**config.mk**
```make
export PLATFORM = sky130hd
export DESIGN_NAME = irq_route_frame
export DESIGN_NICKNAME = d
export VERILOG_FILES = /design/src/rtl/ipc_frame_pkg.sv /design/src/rtl/frame_id_decode.sv /design/src/rtl/frame_pending_bank.sv /design/src/rtl/frame_pick_first.sv /design/src/rtl/frame_send_port.sv /design/src/rtl/irq_route_frame.sv
export SDC_FILE = /design/constraint.sdc
export NUM_CORES = 1
export LEC_CHECK = 0
export BUFFER_PORTS_ARGS = -buffer_cell sky130_fd_sc_hd__buf_4
export CORE_ASPECT_RATIO = 0.75
export CORE_MARGIN = 2
export CORE_UTILIZATION = 50
export CTS_CLUSTER_DIAMETER = 30
export CTS_CLUSTER_SIZE = 40
export DETAILED_ROUTE_END_ITERATION = 8
export PLACE_DENSITY = 0.73
export SETUP_SLACK_MARGIN = 0.1
export SLEW_MARGIN = 20
export SYNTH_ARGS = -nofsm -noshare
export SYNTH_HDL_FRONTEND = slang
export SYNTH_SLANG_ARGS = --single-unit
```
**constraint.sdc**
```tcl
create_clock -name clk -period 4.83 [get_ports clk]
set_input_delay 1.2075 -clock clk [delete_from_list [all_inputs] [get_ports clk]]
set_output_delay 1.2075 -clock clk [all_outputs]
set_load 0.01 [all_outputs]
```
**src/rtl/ipc_frame_pkg.sv**
```systemverilog
package ipc_frame_pkg;
  localparam int ID_W        = 32;
  localparam int FIELD_W     = 16;
  localparam int OFF_SEND    = 'h0C;
  localparam int OFF_RECV    = 'h10;
  localparam int OFF_ENABLE  = 'h14;
  localparam int OFF_DISABLE = 'h18;
  localparam int OFF_ACK     = 'h1C;
  localparam int OFF_CCLEAR  = 'h38;
  localparam logic [ID_W-1:0] ID_NONE = '1;
endpackage

```
**src/rtl/frame_id_decode.sv**
```systemverilog
module frame_id_decode
  import ipc_frame_pkg::*;
#(
  parameter int NUM_CLIENTS = 17,
  parameter int NUM_SIGNALS = 4,
  localparam int NUM_LINES  = NUM_CLIENTS * NUM_SIGNALS
) (
  input  logic [ID_W-1:0]      id,
  output logic [NUM_LINES-1:0] onehot
);
  logic [FIELD_W-1:0] client_f;
  logic [FIELD_W-1:0] signal_f;

  assign client_f = id[ID_W-1:FIELD_W];
  assign signal_f = id[FIELD_W-1:0];

  // Out-of-range fields match no line, so the whole vector stays zero.
  for (genvar c = 0; c < NUM_CLIENTS; c++) begin : g_client
    for (genvar s = 0; s < NUM_SIGNALS; s++) begin : g_signal
      assign onehot[c*NUM_SIGNALS + s] =
        (client_f == FIELD_W'(c)) && (signal_f == FIELD_W'(s));
    end
  end
endmodule

```
**src/rtl/frame_pending_bank.sv**
```systemverilog
module frame_pending_bank #(
  parameter int NUM_LINES = 68
) (
  input  logic                 clk,
  input  logic                 rst,
  input  logic [NUM_LINES-1:0] sig_in,
  input  logic [NUM_LINES-1:0] en_hit,
  input  logic [NUM_LINES-1:0] dis_hit,
  input  logic [NUM_LINES-1:0] ack_hit,
  input  logic                 clear_all,
  output logic [NUM_LINES-1:0] live_q,
  output logic                 any_live_d
);
  logic [NUM_LINES-1:0] pend_q, pend_d;
  logic [NUM_LINES-1:0] en_q, en_d;

  always_comb begin
    if (clear_all) begin
      pend_d = '0;
      en_d   = '0;
    end else begin
      pend_d = (pend_q & ~ack_hit) | sig_in;  // new pulse beats acknowledge
      en_d   = (en_q & ~dis_hit) | en_hit;
    end
  end

  always_ff @(posedge clk) begin
    if (rst) begin
      pend_q <= '0;
      en_q   <= '0;
    end else begin
      pend_q <= pend_d;
      en_q   <= en_d;
    end
  end

  assign live_q     = pend_q & en_q;
  assign any_live_d = |(pend_d & en_d);
endmodule

```
**src/rtl/frame_pick_first.sv**
```systemverilog
module frame_pick_first
  import ipc_frame_pkg::*;
#(
  parameter int NUM_CLIENTS = 17,
  parameter int NUM_SIGNALS = 4,
  localparam int NUM_LINES  = NUM_CLIENTS * NUM_SIGNALS
) (
  input  logic [NUM_LINES-1:0] live,
  output logic [ID_W-1:0]      first_id
);
  // Line index grows with client then signal, so the lowest set index wins.
  always_comb begin
    first_id = ID_NONE;
    for (int i = NUM_LINES - 1; i >= 0; i--) begin
      if (live[i]) begin
        first_id = {FIELD_W'(i / NUM_SIGNALS), FIELD_W'(i % NUM_SIGNALS)};
      end
    end
  end
endmodule

```
**src/rtl/frame_send_port.sv**
```systemverilog
module frame_send_port
  import ipc_frame_pkg::*;
(
  input  logic               clk,
  input  logic               rst,
  input  logic               fire,
  input  logic [ID_W-1:0]    id,
  output logic               send_valid,
  output logic [FIELD_W-1:0] send_client,
  output logic [FIELD_W-1:0] send_signal
);
  always_ff @(posedge clk) begin
    if (rst) begin
      send_valid  <= 1'b0;
      send_client <= '0;
      send_signal <= '0;
    end else begin
      send_valid <= fire;
      if (fire) begin
        send_client <= id[ID_W-1:FIELD_W];
        send_signal <= id[FIELD_W-1:0];
      end
    end
  end
endmodule

```
**src/rtl/irq_route_frame.sv**
```systemverilog
module irq_route_frame
  import ipc_frame_pkg::*;
#(
  parameter int NUM_CLIENTS = 17,
  parameter int NUM_SIGNALS = 4,
  parameter int ADDR_W      = 8,
  localparam int NUM_LINES  = NUM_CLIENTS * NUM_SIGNALS
) (
  input  logic                 clk,
  input  logic                 rst,
  input  logic                 bus_wr_en,
  input  logic                 bus_rd_en,
  input  logic [ADDR_W-1:0]    bus_addr,
  input  logic [ID_W-1:0]      bus_wdata,
  output logic [ID_W-1:0]      bus_rdata,
  input  logic [NUM_LINES-1:0] sig_in,
  output logic                 irq_out,
  output logic                 send_valid,
  output logic [FIELD_W-1:0]   send_client,
  output logic [FIELD_W-1:0]   send_signal
);
  logic [NUM_LINES-1:0] id_hit;
  logic [NUM_LINES-1:0] live_q;
  logic                 any_live_d;
  logic [ID_W-1:0]      first_id;
  logic                 wr_send, wr_en_reg, wr_dis_reg, wr_ack_reg, wr_cclr;
  logic                 rd_recv;

  assign wr_send    = bus_wr_en && (bus_addr == ADDR_W'(OFF_SEND));
  assign wr_en_reg  = bus_wr_en && (bus_addr == ADDR_W'(OFF_ENABLE));
  assign wr_dis_reg = bus_wr_en && (bus_addr == ADDR_W'(OFF_DISABLE));
  assign wr_ack_reg = bus_wr_en && (bus_addr == ADDR_W'(OFF_ACK));
  assign wr_cclr    = bus_wr_en && (bus_addr == ADDR_W'(OFF_CCLEAR)) && bus_wdata[0];
  assign rd_recv    = (bus_addr == ADDR_W'(OFF_RECV));

  frame_id_decode #(
    .NUM_CLIENTS(NUM_CLIENTS),
    .NUM_SIGNALS(NUM_SIGNALS)
  ) u_decode (
    .id    (bus_wdata),
    .onehot(id_hit)
  );

  frame_pending_bank #(
    .NUM_LINES(NUM_LINES)
  ) u_bank (
    .clk       (clk),
    .rst       (rst),
    .sig_in    (sig_in),
    .en_hit    (id_hit & {NUM_LINES{wr_en_reg}}),
    .dis_hit   (id_hit & {NUM_LINES{wr_dis_reg}}),
    .ack_hit   (id_hit & {NUM_LINES{wr_ack_reg}}),
    .clear_all (wr_cclr),
    .live_q    (live_q),
    .any_live_d(any_live_d)
  );

  frame_pick_first #(
    .NUM_CLIENTS(NUM_CLIENTS),
    .NUM_SIGNALS(NUM_SIGNALS)
  ) u_pick (
    .live    (live_q),
    .first_id(first_id)
  );

  frame_send_port u_send (
    .clk        (clk),
    .rst        (rst),
    .fire       (wr_send && (|id_hit)),
    .id         (bus_wdata),
    .send_valid (send_valid),
    .send_client(send_client),
    .send_signal(send_signal)
  );

  always_ff @(posedge clk) begin
    if (rst) begin
      bus_rdata <= '0;
      irq_out   <= 1'b0;
    end else begin
      irq_out   <= any_live_d;
      bus_rdata <= (bus_rd_en && rd_recv) ? first_id : '0;
    end
  end
endmodule

```
==> results of run 1 <==
synth_stat cells (3+ instances only):
master	instances	area (um^2)
o2111ai_1	5	43.79
and4_1	11	96.34
and3_1	7	43.79
o21ai_0	33	165.2
nor4_2	6	75.07
dfxtp_1	178	3563
o31ai_1	14	105.1
a21boi_0	5	37.54
a31oi_1	5	31.28
nor4_4	3	63.81
o21ba_2	3	30.03
nor2b_1	20	125.1
and2_1	33	206.5
o211ai_1	9	67.56
nand2_1	123	461.7
a32oi_1	3	26.28
nor4_1	13	81.33
nor2_1	155	581.8
a211oi_1	6	45.04
a21oi_1	112	560.5
nor4b_1	7	61.31
nand3_1	62	310.3
clkbuf_1	49	183.9
nor3_1	35	175.2
or3_1	23	143.9
or4_1	4	30.03
a211o_1	4	35.03
nand2b_1	9	56.30
nand4_1	45	281.5
a22oi_1	31	232.7
a22o_1	6	52.55
buf_1	8	30.03
buf_2	5	25.02
o31a_1	16	140.1
a221oi_1	5	43.79
buf_4	25	187.7
mux2i_1	8	80.08
or4_4	3	33.78
a21o_1	8	60.06
o21a_1	9	67.56
a32o_1	3	30.03
inv_1	6	22.52
o22ai_1	19	118.9
kinds of logic (layout without fill, tap and decap cells):
family / Yosys count / in the layout / synth area share
flip-flops: 178 / 178 / 0.3881
multiplexers: 9 / 9 / 0.009947
AO/OA/AOI/OAI: 317 / 317 / 0.2273
AND/OR/NAND/NOR: 573 / 573 / 0.3233
buffers and inverters: 95 / 266 / 0.05137
sequential cells by signal (all words and copies together) (netlist names):
name / cells
u_bank.en_q: 68
u_bank.pend_q: 68
u_send.send_client: 16
u_send.send_signal: 16
bus_rdata: 8
irq_out: 1
u_send.send_valid: 1
power by group through the flow:
stage                     registers, mW  clock network, mW  logic (mW)
after floorplan                    1.56                  0       0.105
after global placement             1.57                  0       0.219
after detailed placement           1.57                  0       0.222
after CTS                          1.54               1.46       0.222
final                              1.54               1.45       0.227
after global routing               1.54               1.51       0.244
layout make-up:
| class | count | area, um^2 | area share |
|---|---|---|---|
| clock buffer | 17 | 425.4 | 0.03726 |
| clock inverter | 15 | 196.4 | 0.01720 |
| inverter | 6 | 22.52 | 0.001972 |
| multi-input combinational | 899 | 5159 | 0.4518 |
| sequential | 178 | 3563 | 0.3121 |
| tap | 242 | 302.8 | 0.02652 |
| timing repair buffer | 228 | 1749 | 0.1532 |
worst max-delay path: cells and delay by family:
family	cells	cell delay [ns]
AO/OA/AOI/OAI	3	0.59
AND/OR/NAND/NOR	6	2.36
buffers and inverters	2	0.34
worst paths after layout:
path                                             from               endpoint  slack (ns)  cells after the start
worst min-delay path            u_send.send_signal[5]  u_send.send_signal[5]        0.46                      1
worst min register to register  u_send.send_signal[5]  u_send.send_signal[5]        0.46                      1
worst max register to register        u_bank.en_q[64]           bus_rdata[1]        2.15                      9
worst max-delay path                    bus_wdata[31]                irq_out        0.62                     11
routing by layer:
layer / global-route usage / share of wire / vias to the layer above
li1: - / - / 4629
met1: 0.5218 / 0.42 / 4627
met2: 0.5084 / 0.40 / 813
met3: 0.09911 / 0.14 / 95
met4: 0.1115 / 0.031 / 0
met5: 0 / 0 / -
==> results_dict.tcl, run 1 <==
set metrics [dict create \
    status "finished clean" \
    post-place-ws_ns 0.2540 \
    io_pins 178 \
    grt_pass1_vias 8931 \
    layout.cells.most_common "buf_4" \
    core_um2 17810 \
    netlist_area_um2 9183 \
    die_w_um 160.5 \
    pwr-share-clk 0.451 \
    port_buffers 177 \
    synth_cell_types 73 \
    cts_root_buf "clkbuf_16" \
    ys_ff_latch 178 \
    clock_latency_ns 0.45 \
    ys.flop_type "dfxtp_1" \
    rows 42 \
    power.switching_uw 890.6 \
    initial_core_util 0.5155 \
    cts_max_level 4 \
    final.setup_skew_ns 0.009225 \
    cp.required_ns 5.14 \
    stdcell_area_um2 11420 \
    wire_per_inst_um 22.26 \
    drtIter0Drc 1628 \
    clock_path_buffers 2 \
    worst-path-max-fanout 30 \
    drc 0 \
    power.density_nw_per_um2 281.7 \
    report.power.total_mw 3.216 \
    fin_hold_ws_ns 0.4638 \
    grt_max_degree 81 \
    setup_violations 0 \
    placed_cells 1553 \
    cts_tree "built" \
    netlist_instances 1172 \
    first_pass_iters 9 \
    synth_edf_count 0 \
    gp_congestion 1.031 \
    die_height_um 121.4 \
    dp_hpwl_mm 26.35 \
    swShare 0.2769 \
    vias 10164 \
    tns_ns 0 \
    crit_type "primary input to flop" \
    routed_via_density 6.413 \
    drtAntennaViolNets 0 \
    grt-ovfl-total 0 \
    period_needed_ns 4.214 \
    hold_class "flop to flop" \
    drive_gt1_frac 0.2159 \
    mostFrequentLayoutCells "buf_4 (225), dfxtp_1 (178), nor2_1 (155)" \
    avgSynthCellArea_um2 7.835 \
    tightest_slew_ns 0.7866 \
    utilization 0.6410 \
    clk_pin_slew_ns 0.08 \
    seqPwrFrac 0.479 \
    holdBufCountCts 0 \
    final-hold-violation-count 0 \
    worstPathCellList "buf_4 -> or4_1 -> nor4_4 -> buf_12 -> nand3_1 -> o21ai_0 -> a21oi_1 -> or3_1 -> or4_1 -> nor4_1 -> a21oi_1" \
    grt_util_all_layers 0.3577 \
    cts_setup_buffers 0 \
    synth-async-reset-ratio 0 \
    postCtsResizedCells 0 \
    synth_sequential_area_ratio 0.3881 \
    antenna_found_initial 0 \
    fillerInstances 1558 \
    grt_pass1_wl_mm 52.93 \
    p_comb_frac 0.071 \
    synth_nets 1284 \
    maxCapViolCount 0 \
    die-area_um2 19480 \
    crit_slowest_cell "or4_1" \
    relSlewSlack 0.4756 \
    p_leak_nw 4.585 \
    dpl_cell_area_um2 10800 \
    routed_wl_mm 35.28 \
    ys.warnings.count 0 \
    worstSetupEndpointType "flop" \
    final_cells 1585 \
    timing.final.crit_share 0.8725 \
    diodes 0 \
    ir_drop_mv 0.2257 \
    arrival_ns 4.52 \
    p_int_mw 2.325 \
    fin_nets 1442 \
    cts_inserted_buffers 17 \
    layout_setup_ws_ns 0.6156 \
    syn2layout_area_growth_pct 24.35 \
    clock-sinks 178 \
    slew_viol_final 0 \
    grt_setup_unrepaired "false" \
    cpPeakStageDelay_ns 0.66 \
    start_kind "primary input" \
    max_clock_freq_mhz 237.3 \
]
(Power assumes the default switching activity.)
==> run 2: changes to the inputs <==
CELL_PAD_IN_SITES_DETAIL_PLACEMENT = 1   (was default)
CELL_PAD_IN_SITES_GLOBAL_PLACEMENT = 1   (was default)
CORE_UTILIZATION = 43   (was 50)
PLACE_DENSITY = default   (was 0.73)
PLACE_DENSITY_LB_ADDON = 0.1   (was default)
SYNTH_HIERARCHICAL = 1   (was default)
==> run 2 against run 1 <==
Effect of this change:
- sequential share of layout area is 2.6 points lower
- global-route usage is 5.8 points lower
- cell area is 24% higher
- first-iteration DRC count is 59% lower
- flip-flop and latch count is 24 higher
- synthesized cell count is 17% higher
- largest cell class unchanged
==> results_dict.tcl, run 2 <==
set metrics [dict create \
    cpPeakStageDelay_ns 0.50 \
    cts_root_buf "clkbuf_16" \
    clk_pin_slew_ns 0.04 \
    core_um2 25090 \
    setup_violations 0 \
    p_leak_nw 5.990 \
    hold_class "flop to flop" \
    dp_hpwl_mm 29.83 \
    grt_pass1_wl_mm 61.76 \
    dpl_cell_area_um2 12680 \
    postCtsResizedCells 0 \
    period_needed_ns 4.433 \
    p_int_mw 3.800 \
    drc 0 \
    netlist_instances 1369 \
    synth_nets 1481 \
    die_height_um 142.8 \
    avgSynthCellArea_um2 8.068 \
    ir_drop_mv 0.2375 \
    grt_max_degree 84 \
    vias 10547 \
    final_cells 1927 \
    pwr-share-clk 0.600 \
    clock_latency_ns 0.54 \
    synth_cell_types 64 \
    die_w_um 189.1 \
    wire_per_inst_um 21.15 \
    report.power.total_mw 4.889 \
    timing.final.crit_share 0.9179 \
    final-hold-violation-count 0 \
    status "finished clean" \
    p_comb_frac 0.046 \
    layout_top_registers "u_bank/en_q: 68 flops, u_bank/pend_q: 68 flops, bus_rdata: 32 flops" \
    grt-ovfl-total 0 \
    initial_core_util 0.4403 \
    grt_util_all_layers 0.2995 \
    crit_slowest_cell "o22ai_1" \
    cts_inserted_buffers 46 \
    ys.warnings.count 6 \
    swShare 0.2229 \
    port_buffers 177 \
    netlist_area_um2 11050 \
    synth-async-reset-ratio 0 \
    multi_input_area_um2 6072 \
    first_pass_iters 4 \
    cts_setup_buffers 0 \
    antenna_found_initial 1 \
    synth_most_common_cell "and2_1" \
    post-place-ws_ns 0.06885 \
    yosysTopAreaCell "dfxtp_1" \
    holdBufCountCts 0 \
    stdcell_area_um2 14120 \
    synth_common_cells "and2_1 (305), dfxtp_1 (202), nor2_1 (152)" \
    power.switching_mw 1.090 \
    layout.cells.most_common "and2_1" \
    layout_setup_ws_ns 0.3965 \
    synth_edf_count 0 \
    cp_top_family "simple AND/OR/NAND/NOR gates" \
    slew_viol_final 0 \
    synth_top_area_share 0.3661 \
    die-area_um2 27000 \
    relSlewSlack 0.3095 \
    tns_ns 0 \
    ys_ff_latch 202 \
    utilization 0.5628 \
    grt_setup_unrepaired "false" \
    grt_pass1_vias 10841 \
    cts_max_level 2 \
    final-seq-area_um2 4044 \
    tightest_slew_ns 1.036 \
    mostFrequentLayoutCells "and2_1 (305), buf_4 (222), dfxtp_1 (202)" \
    max_clock_freq_mhz 225.6 \
    power.density_nw_per_um2 346.3 \
    fin_nets 1669 \
    clock_path_buffers 3 \
    drtAntennaViolNets 0 \
    worstPathCellList "buf_4 -> nor4_4 -> nand4_2 -> buf_4 -> nor3_1 -> and2_1 -> nor2b_1 -> o22ai_1 -> nand4_1 -> nor4_1 -> buf_4 -> a41oi_1 -> nor2b_1" \
    maxCapViolCount 0 \
    ys.flop_type "dfxtp_1" \
    rows 50 \
    gp_congestion 0.8916 \
    io_pins 178 \
    cp_common_cell "buf_4" \
    drtIter0Drc 664 \
    cts_tree "built" \
    placed_cells 1847 \
    synthTopCellsByArea "dfxtp_1 (37%), and2_1 (17%), nor2_1 (5.2%)" \
    fin_hold_ws_ns 0.4885 \
    drive_gt1_frac 0.2173 \
    seqPwrFrac 0.354 \
    fillerInstances 2989 \
    synth_sequential_area_ratio 0.3661 \
    clock-sinks 202 \
    worstSetupEndpointType "flop" \
    worst-path-max-fanout 12 \
    start_kind "primary input" \
    cp_num_buf_inv 3 \
    cp.required_ns 5.23 \
    syn2layout_area_growth_pct 27.82 \
    routed_via_density 5.473 \
    final.setup_skew_ns 0.01752 \
    arrival_ns 4.84 \
    crit_type "primary input to flop" \
    routed_wl_mm 40.75 \
]
run 2: cell count changes after synthesis, moves of 33 or more:
cell,before,now
o21ba_1,0,33
and2_1,33,305
nand3_1,62,6
inv_1,6,104
nand2_1,123,14
nor3_1,35,78
nand4_1,45,11
run 2: logic make-up after synthesis:
group | after synthesis | share of synthesized area
AOI/OAI and AO/OA | 240 | 0.1466
buffers and inverters | 190 | 0.08654
DFF | 202 | 0.3661
muxes | 32 | 0.02900
and+or+nand+nor | 705 | 0.3718
run 2: worst paths after layout:
kind | from | to | slack, ns | cells past startpoint
min reg2reg | u_send/send_signal[13] | u_send/send_signal[13] | 0.49 | 2
min | u_send/send_signal[13] | u_send/send_signal[13] | 0.49 | 2
max reg2reg | u_bank/en_q[27] | bus_rdata[24] | 1.67 | 8
max | bus_wdata[21] | irq_out | 0.40 | 13
run 2: layout make-up:
| class | instances | share of cell area |
|---|---|---|
| Multi-Input combinational cell | 977 | 0.4301 |
| Sequential cell | 202 | 0.2864 |
| Timing Repair Buffer | 226 | 0.1237 |
| Clock buffer | 64 | 0.09066 |
| Tap cell | 338 | 0.02995 |
| Inverter | 104 | 0.02765 |
| Clock inverter | 15 | 0.01134 |
| Antenna cell | 1 | 0.0001772 |
run 2: routing by layer:
layer	track usage	share of wire
met5	0	0
met3	0.08307	0.085
met2	0.4822	0.45
met1	0.3946	0.45
met4	0.08183	0.019
run 2: power by group through the flow:
stage	logic, mW	registers, mW	clock network [mW]
after floorplan	0.0968	1.76	0
after global placement	0.216	1.76	0
after detailed placement	0.222	1.76	0
after CTS	0.224	1.73	2.97
after global routing	0.241	1.74	3.06
final	0.225	1.73	2.93
run 2: worst min-delay path, delay by kind of cell, from the launching register on:
kind,cells,cell delay (ns)
flip-flops,1,0.32
AND/OR/NAND/NOR,1,0.07
multiplexers,1,0.06
